==> config.mk <==
export PLATFORM = sky130hd
export DESIGN_NAME = wiper_bank_ctrl
export DESIGN_NICKNAME = d
export VERILOG_FILES = /design/src/rtl/wbk_pkg.sv /design/src/rtl/wbk_ctrl.sv /design/src/rtl/wbk_datapath.sv /design/src/rtl/wiper_bank_ctrl.sv
export SDC_FILE = /design/constraint.sdc
export NUM_CORES = 1
export LEC_CHECK = 0
export BUFFER_PORTS_ARGS = -buffer_cell sky130_fd_sc_hd__buf_2
export CORE_MARGIN = 2
export CORE_UTILIZATION = 50
export CTS_CLUSTER_SIZE = 16
export DETAILED_ROUTE_END_ITERATION = 16
export GPL_TIMING_DRIVEN = 0
export PLACE_DENSITY = 0.77
export SLEW_MARGIN = 20
export SYNTH_ARGS = -nofsm -noshare
export SYNTH_HDL_FRONTEND = slang
export SYNTH_HIERARCHICAL = 1
export SYNTH_SLANG_ARGS = --single-unit
==> constraint.sdc <==
create_clock -name clk -period 9.4 [get_ports clk]
set_input_delay 2.82 -clock clk [delete_from_list [all_inputs] [get_ports clk]]
set_output_delay 2.82 -clock clk [all_outputs]
set_load 0.01 [all_outputs]
==> src/rtl/wbk_pkg.sv <==
package wbk_pkg;
  localparam int NUM_DCP = 4;
  localparam int NUM_ROW = 4;
  localparam int CODE_W  = 8;
  localparam int PTR_W   = $clog2(NUM_DCP);
  localparam int ROW_W   = $clog2(NUM_ROW);

  // Strobes from control to datapath, valid for one cycle
  typedef struct packed {
    logic               ldWiperPtr; // volatile write to pointed wiper
    logic               stageNv;    // stored-bank write: stage + wiper side effects
    logic               ldRowAll;   // control write with enable: recall whole row
    logic               commit;     // STOP: staged bytes into stored row
    logic               rdLoad;     // capture read data
    logic               rdStatus;   // read targets control byte
    logic               nvSel;      // current stored-bank enable
    logic [ROW_W-1:0]   rowSel;     // row used by this cycle's action
    logic [PTR_W-1:0]   ptr;        // current wiper pointer
    logic [NUM_DCP-1:0] pendMask;   // wipers holding a staged byte
    logic [CODE_W-1:0]  statusVal;  // control byte as read back
  } wbk_strobe_t;
endpackage

==> src/rtl/wbk_ctrl.sv <==
module wbk_ctrl
  import wbk_pkg::*;
#(
  parameter int WRITE_CYCLES = 250000
) (
  input  logic        clk,
  input  logic        rstN,
  input  logic        cmdAddrValid,
  input  logic [7:0]  cmdAddr,
  input  logic        wrByteValid,
  input  logic [2:0]  wrLow,
  input  logic        rdReq,
  input  logic        stopEvt,
  input  logic        wpN,
  output wbk_strobe_t strobe,
  output logic        busy
);
  localparam int CNT_W = $clog2(WRITE_CYCLES + 1);
  localparam logic [7:0] CTRL_ADDR = 8'h07;
  localparam logic [PTR_W-1:0] LAST_PTR = PTR_W'(NUM_DCP - 1);

  logic [PTR_W-1:0]   ptr;
  logic               tgtValid;
  logic               tgtStatus;
  logic [2:0]         ctrlBits;
  logic [NUM_DCP-1:0] pendMask;
  logic [CNT_W-1:0]   busyCnt;

  logic accept, doAddr, doWr, doRd, doStop, addrIsDcp, addrIsCtrl, nv;
  logic [PTR_W-1:0] ptrNext;

  assign accept     = (busyCnt == '0);
  assign addrIsDcp  = (cmdAddr < 8'(NUM_DCP));
  assign addrIsCtrl = (cmdAddr == CTRL_ADDR);
  assign doAddr     = accept && cmdAddrValid;
  assign doWr       = accept && wrByteValid && tgtValid && !cmdAddrValid;
  assign doRd       = accept && rdReq && tgtValid && !cmdAddrValid && !wrByteValid;
  assign doStop     = accept && stopEvt && !cmdAddrValid && !wrByteValid && !rdReq;
  assign nv         = ctrlBits[0];
  assign ptrNext    = (ptr == LAST_PTR) ? '0 : ptr + 1'b1;
  assign busy       = !accept;

  always_comb begin
    strobe            = '0;
    strobe.ldWiperPtr = doWr && !tgtStatus && !nv;
    strobe.stageNv    = doWr && !tgtStatus && nv;
    strobe.ldRowAll   = doWr && tgtStatus && wrLow[0];
    strobe.rowSel     = strobe.ldRowAll ? wrLow[2:1] : ctrlBits[2:1];
    strobe.commit     = doStop && (|pendMask) && wpN;
    strobe.rdLoad     = doRd;
    strobe.rdStatus   = tgtStatus;
    strobe.nvSel      = nv;
    strobe.ptr        = ptr;
    strobe.pendMask   = pendMask;
    strobe.statusVal  = {5'b0, ctrlBits};
  end

  always_ff @(posedge clk or negedge rstN) begin
    if (!rstN) begin
      ptr       <= '0;
      tgtValid  <= 1'b0;
      tgtStatus <= 1'b0;
      ctrlBits  <= '0;
      pendMask  <= '0;
      busyCnt   <= '0;
    end else begin
      if (doAddr) begin
        tgtValid  <= addrIsDcp || addrIsCtrl;
        tgtStatus <= addrIsCtrl;
        if (addrIsDcp) ptr <= cmdAddr[PTR_W-1:0];
      end
      if (doWr) begin
        if (tgtStatus) ctrlBits <= wrLow;
        else begin
          ptr <= ptrNext;
          if (nv) pendMask[ptr] <= 1'b1;
        end
      end
      if (doRd && !tgtStatus) ptr <= ptrNext;
      if (doStop) pendMask <= '0;
      if (strobe.commit) busyCnt <= CNT_W'(WRITE_CYCLES);
      else if (!accept)  busyCnt <= busyCnt - 1'b1;
    end
  end
endmodule

==> src/rtl/wbk_datapath.sv <==
module wbk_datapath
  import wbk_pkg::*;
#(
  parameter logic [NUM_DCP*NUM_ROW*CODE_W-1:0] DR_INIT = '0
) (
  input  logic                      clk,
  input  logic                      rstN,
  input  wbk_strobe_t               strobe,
  input  logic [CODE_W-1:0]         wrByte,
  output logic [NUM_DCP*CODE_W-1:0] wiperCodes,
  output logic [CODE_W-1:0]         rdData,
  output logic                      rdValid
);
  logic [NUM_DCP*CODE_W-1:0] drSelFlat;

  for (genvar i = 0; i < NUM_DCP; i++) begin : g_dcp
    logic [CODE_W-1:0] drRow [NUM_ROW];
    logic [CODE_W-1:0] wiperQ;
    logic [CODE_W-1:0] pendData;
    logic              isPtr;

    assign isPtr = (strobe.ptr == PTR_W'(i));
    assign drSelFlat[i*CODE_W +: CODE_W]  = drRow[strobe.rowSel];
    assign wiperCodes[i*CODE_W +: CODE_W] = wiperQ;

    always_ff @(posedge clk or negedge rstN) begin
      if (!rstN) begin
        for (int r = 0; r < NUM_ROW; r++)
          drRow[r] <= DR_INIT[(i*NUM_ROW + r)*CODE_W +: CODE_W];
        wiperQ   <= DR_INIT[(i*NUM_ROW)*CODE_W +: CODE_W];
        pendData <= '0;
      end else begin
        if (strobe.commit && strobe.pendMask[i])
          drRow[strobe.rowSel] <= pendData;
        if (strobe.stageNv && isPtr)
          pendData <= wrByte;
        if ((strobe.ldWiperPtr || strobe.stageNv) && isPtr)
          wiperQ <= wrByte;
        else if (strobe.stageNv)
          wiperQ <= strobe.pendMask[i] ? pendData : drRow[strobe.rowSel];
        else if (strobe.ldRowAll)
          wiperQ <= drRow[strobe.rowSel];
        else if (strobe.rdLoad && !strobe.rdStatus && strobe.nvSel && isPtr)
          wiperQ <= drRow[strobe.rowSel];
      end
    end
  end

  always_ff @(posedge clk or negedge rstN) begin
    if (!rstN) begin
      rdData  <= '0;
      rdValid <= 1'b0;
    end else begin
      rdValid <= strobe.rdLoad;
      if (strobe.rdLoad) begin
        if (strobe.rdStatus)   rdData <= strobe.statusVal;
        else if (strobe.nvSel) rdData <= drSelFlat[strobe.ptr*CODE_W +: CODE_W];
        else                   rdData <= wiperCodes[strobe.ptr*CODE_W +: CODE_W];
      end
    end
  end
endmodule

==> src/rtl/wiper_bank_ctrl.sv <==
module wiper_bank_ctrl
  import wbk_pkg::*;
#(
  parameter int WRITE_CYCLES = 250000,
  parameter logic [NUM_DCP*NUM_ROW*CODE_W-1:0] DR_INIT = '0
) (
  input  logic                      clk,
  input  logic                      rstN,
  input  logic                      cmdAddrValid,
  input  logic [7:0]                cmdAddr,
  input  logic                      wrByteValid,
  input  logic [CODE_W-1:0]         wrByte,
  input  logic                      rdReq,
  input  logic                      stopEvt,
  input  logic                      wpN,
  output logic [NUM_DCP*CODE_W-1:0] wiperCodes,
  output logic [CODE_W-1:0]         rdData,
  output logic                      rdValid,
  output logic                      busy
);
  wbk_strobe_t strobe;

  wbk_ctrl #(.WRITE_CYCLES(WRITE_CYCLES)) u_ctrl (
    .clk(clk), .rstN(rstN), .cmdAddrValid(cmdAddrValid), .cmdAddr(cmdAddr),
    .wrByteValid(wrByteValid), .wrLow(wrByte[2:0]), .rdReq(rdReq),
    .stopEvt(stopEvt), .wpN(wpN), .strobe(strobe), .busy(busy)
  );

  wbk_datapath #(.DR_INIT(DR_INIT)) u_dp (
    .clk(clk), .rstN(rstN), .strobe(strobe), .wrByte(wrByte),
    .wiperCodes(wiperCodes), .rdData(rdData), .rdValid(rdValid)
  );
endmodule

==> flow_summary.json <==
{
  "post-cts-setup-buffers": 0,
  "synth-seq-area-share_pct": 50.0,
  "pre_cts_slack_ns": 3.17,
  "die_area_sq_mm": 0.0243,
  "globalRouteTotalUtil_pct": 26.2,
  "grt_antenna_before_repair": 0,
  "cp_slowest_stage_delay_ns": 0.90,
  "register_area_sq_mm": 0.00576,
  "routabilityCongestion": 0.963,
  "drc_violations_left": 0,
  "antenna_cells": 0,
  "floorplan.core_area_sq_mm": 0.0226,
  "synth_edf_count": 0,
  "clkTransAtPathRegs_ns": 0.06,
  "post_synth_num_cell_types": 66,
  "synth-async-reset-ratio_pct": 100,
  "finalClockSkew_ns": 0.0302,
  "finalNonFillerCells": 1373,
  "final_critical_path_setup_slack_ns": 3.54,
  "cpMaxStageDelayCell": "sky130_fd_sc_hd__a2111oi_0",
  "htree_num_levels": 1,
  "drt-wirelength-per-cell_microns": 22.8,
  "fillCellCount": 1839,
  "cp_data_required_time_ns": 9.79,
  "criticalPathCategory": "in2reg",
  "worst-endpoint-arrival_ns": 6.25,
  "final_wl_mm": 31.3,
  "synth_to_final_area_change_pct": 14.3,
  "dieWidth_microns": 156,
  "critPathLaunchType": "input pin",
  "fraction_of_final_layout_cells_with_drive_strength_greater_than_1_pct": 29.4,
  "maxCapViolCount": 0,
  "power_density_mw_per_mm2": 157,
  "grt_pass1_vias": 8506,
  "cp_cell_sequence": "buf_2 > nand2b_1 > nor2_1 > and3_1 > buf_2 > mux2_2 > buf_6 > buf_12 > buf_12 > mux2i_1 > nor3_1 > a311o_1 > a2111oi_0 > o211ai_1",
  "cts_tree": "yes",
  "dieHeight_microns": 156,
  "timing.final.setup_violations": 0,
  "flop_to_flop_setup_slack_ns": 4.83,
  "multiInputGateArea_sq_mm": 0.00534,
  "num_rows": 55,
  "detailedRoute.firstPassIterationCount": 6,
  "design.final.nets": 1097,
  "most_common_cell_after_layout_fill_and_taps_aside": "sky130_fd_sc_hd__dfrtp_1",
  "final_total_pwr_uw": 2060,
  "boundaryPins": 65,
  "leakagePower_uw": 0.00620,
  "postSynthRegisterBits": 230,
  "vdd_ir_drop_max_v": 0.000145,
  "critical_path.max_fanout": 10,
  "maximum_clock_frequency_mhz": 171,
  "finalCriticalPeriod_ns": 5.86,
  "cts.root.buffer_cell": "sky130_fd_sc_hd__clkbuf_16",
  "post_cts_resized": 0,
  "rsz0062_at_grt": "no",
  "synth_top_cell_by_area": "sky130_fd_sc_hd__dfrtp_1",
  "post_synth_inst_count": 970,
  "detail_route.iter0.violations": 889,
  "crit_share_post_route_pct": 62.3,
  "io_buffer_count": 64,
  "worstHoldPathType": "reg2reg",
  "grt_start_max_net_pins": 91,
  "final_max_slew_viol_count": 0,
  "numCtsBuffers": 26,
  "clockBufferDepth": 3,
  "ys.warnings.count": 6,
  "number_of_hold_repair_buffers_added_at_the_cts_stage": 0,
  "totalNegativeSetupSlack_ns": 0,
  "grt_first_pass_wirelength_mm": 48.3,
  "antenna_left": 0,
  "run_status": "complete, no violations",
  "synthDominantCellAreaShare_pct": 50.0,
  "average_footprint_of_a_synthesized_cell_sq_um": 11.9,
  "worst-slew-pin-transition_ns": 1.02,
  "slew-limit-headroom_pct": 30.5,
  "layout_common_cells": "230 x sky130_fd_sc_hd__dfrtp_1, 173 x sky130_fd_sc_hd__mux2_2, 90 x sky130_fd_sc_hd__nand2_1, 74 x sky130_fd_sc_hd__buf_2, 56 x sky130_fd_sc_hd__mux2i_1",
  "report.final.hold_viol_count": 0,
  "cts.sink_count": 230,
  "synth_area_leaders": "sky130_fd_sc_hd__dfrtp_1 50%, sky130_fd_sc_hd__mux2_2 17%, sky130_fd_sc_hd__mux2i_1 4.9%",
  "global_route.overflow_total": 0,
  "clkLatencyLatePin_ns": 0.55,
  "setup.worst_path.end_class": "flop",
  "num_vias": 8510,
  "synth-main-ff-cell": "sky130_fd_sc_hd__dfrtp_1",
  "mappedNetlistArea_sq_mm": 0.0115,
  "via_per_instance_ratio": 6.20,
  "floorplan.initialDensity_pct": 50.9,
  "place_inst": 1325,
  "place.detailed.hpwl_mm": 21.5
}
## per-layer routing
layer	vias to the layer above	track usage [%]	wire (microns)	part of all wire [%]
met2	377	40.8	14300	46
met1	4291	36.2	13100	42
li1	3753	-	-	-
met5	-	0	0	0
met4	0	10.5	1330	4.3
met3	89	5.22	2540	8.1
## path summary, 6_finish.rpt
| check | cells past startpoint | end | start |
|---|---|---|---|
| max | 14 | u_dp/rdData[2] | cmdAddrValid |
| min | 1 | u_ctrl/busyCnt[6] | u_ctrl/busyCnt[6] |
| max reg2reg | 16 | u_dp/rdData[2] | u_ctrl/busyCnt[0] |
| min reg2reg | 1 | u_ctrl/busyCnt[6] | u_ctrl/busyCnt[6] |
| max in group asynchronous | 2 | u_dp/g_dcp[2].drRow[25] | rstN |
| min in group asynchronous | 1 | u_dp/g_dcp[1].drRow[4] | rstN |
## final cells by class
| cell class | instances | share of cell area [%] |
|---|---|---|
| clock buffers | 37 | 5.56 |
| inverters | 46 | 1.31 |
| repair buffers | 66 | 2.93 |
| clock inverters | 11 | 1.21 |
| well taps | 285 | 2.71 |
| multi-input cells | 652 | 40.5 |
| flip-flops and latches | 230 | 43.7 |
| plain buffers | 46 | 2.06 |
## Yosys cell counts (6+ instances only)
| master | number |
|---|---|
| sky130_fd_sc_hd__a21oi_1 | 15 |
| sky130_fd_sc_hd__a31oi_1 | 13 |
| sky130_fd_sc_hd__and2_1 | 10 |
| sky130_fd_sc_hd__and3_1 | 14 |
| sky130_fd_sc_hd__buf_2 | 11 |
| sky130_fd_sc_hd__buf_4 | 10 |
| sky130_fd_sc_hd__clkbuf_1 | 19 |
| sky130_fd_sc_hd__dfrtp_1 | 230 |
| sky130_fd_sc_hd__ha_1 | 6 |
| sky130_fd_sc_hd__inv_1 | 44 |
| sky130_fd_sc_hd__mux2_2 | 173 |
| sky130_fd_sc_hd__mux2i_1 | 56 |
| sky130_fd_sc_hd__mux4_1 | 12 |
| sky130_fd_sc_hd__nand2_1 | 90 |
| sky130_fd_sc_hd__nand2b_1 | 18 |
| sky130_fd_sc_hd__nand3_1 | 8 |
| sky130_fd_sc_hd__nor2_1 | 33 |
| sky130_fd_sc_hd__nor2b_1 | 7 |
| sky130_fd_sc_hd__nor3_1 | 28 |
| sky130_fd_sc_hd__o211ai_1 | 10 |
| sky130_fd_sc_hd__o21ai_0 | 17 |
| sky130_fd_sc_hd__o21ai_1 | 8 |
| sky130_fd_sc_hd__o221ai_1 | 32 |
| sky130_fd_sc_hd__o22ai_1 | 7 |
| sky130_fd_sc_hd__xor2_1 | 6 |
## critical path: cells and delay by family
kind	cells	cell delay [ns]
AOI/OAI and AO/OA	3	1.42
buffers and inverters	5	0.78
muxes	2	0.60
and+or+nand+nor	4	0.61
## cell families after synthesis
family                   after synthesis  synth area share [%]
flip-flops                           230                  50.0
XOR/XNOR                              10                 0.760
buffers and inverters                 92                  3.86
adder cells (fa/ha/maj)                6                 0.652
other                                  1                0.0325
AO/OA/AOI/OAI                        139                  8.64
multiplexers                         246                  25.3
AND/OR/NAND/NOR                      246                  10.8
## flip-flops by register name (all words and copies together), names as in the netlist
register,count
u_ctrl/pendMask,4
u_ctrl/tgtValid,1
u_dp/rdValid,1
u_ctrl/ptr,2
u_ctrl/busyCnt,18
u_dp/rdData,8
u_dp/g_dcp.pendData,32
u_dp/g_dcp.wiperQ,32
u_dp/g_dcp.drRow,128
u_ctrl/ctrlBits,3
u_ctrl/tgtStatus,1
## per-stage QoR
stage                     utilization, %  area [sq um]  hold WS, ns
final                               58.2         13200        0.490
after global routing                58.2         13200        0.509
after CTS                           58.2         13200        0.493
after detailed placement            54.2         12300        0.480
after global placement              53.9         12200        0.479
after floorplan                        -         11500        0.458
## power by group
part / leakage (uW) / internal, uW / switching, uW
Clock: 0.000439 / 627 / 406
Sequential: 0.00300 / 990 / 0
Combinational: 0.00277 / 8.27 / 30.4
Total: 0.00620 / 1630 / 436
(Power assumes the default switching activity.)
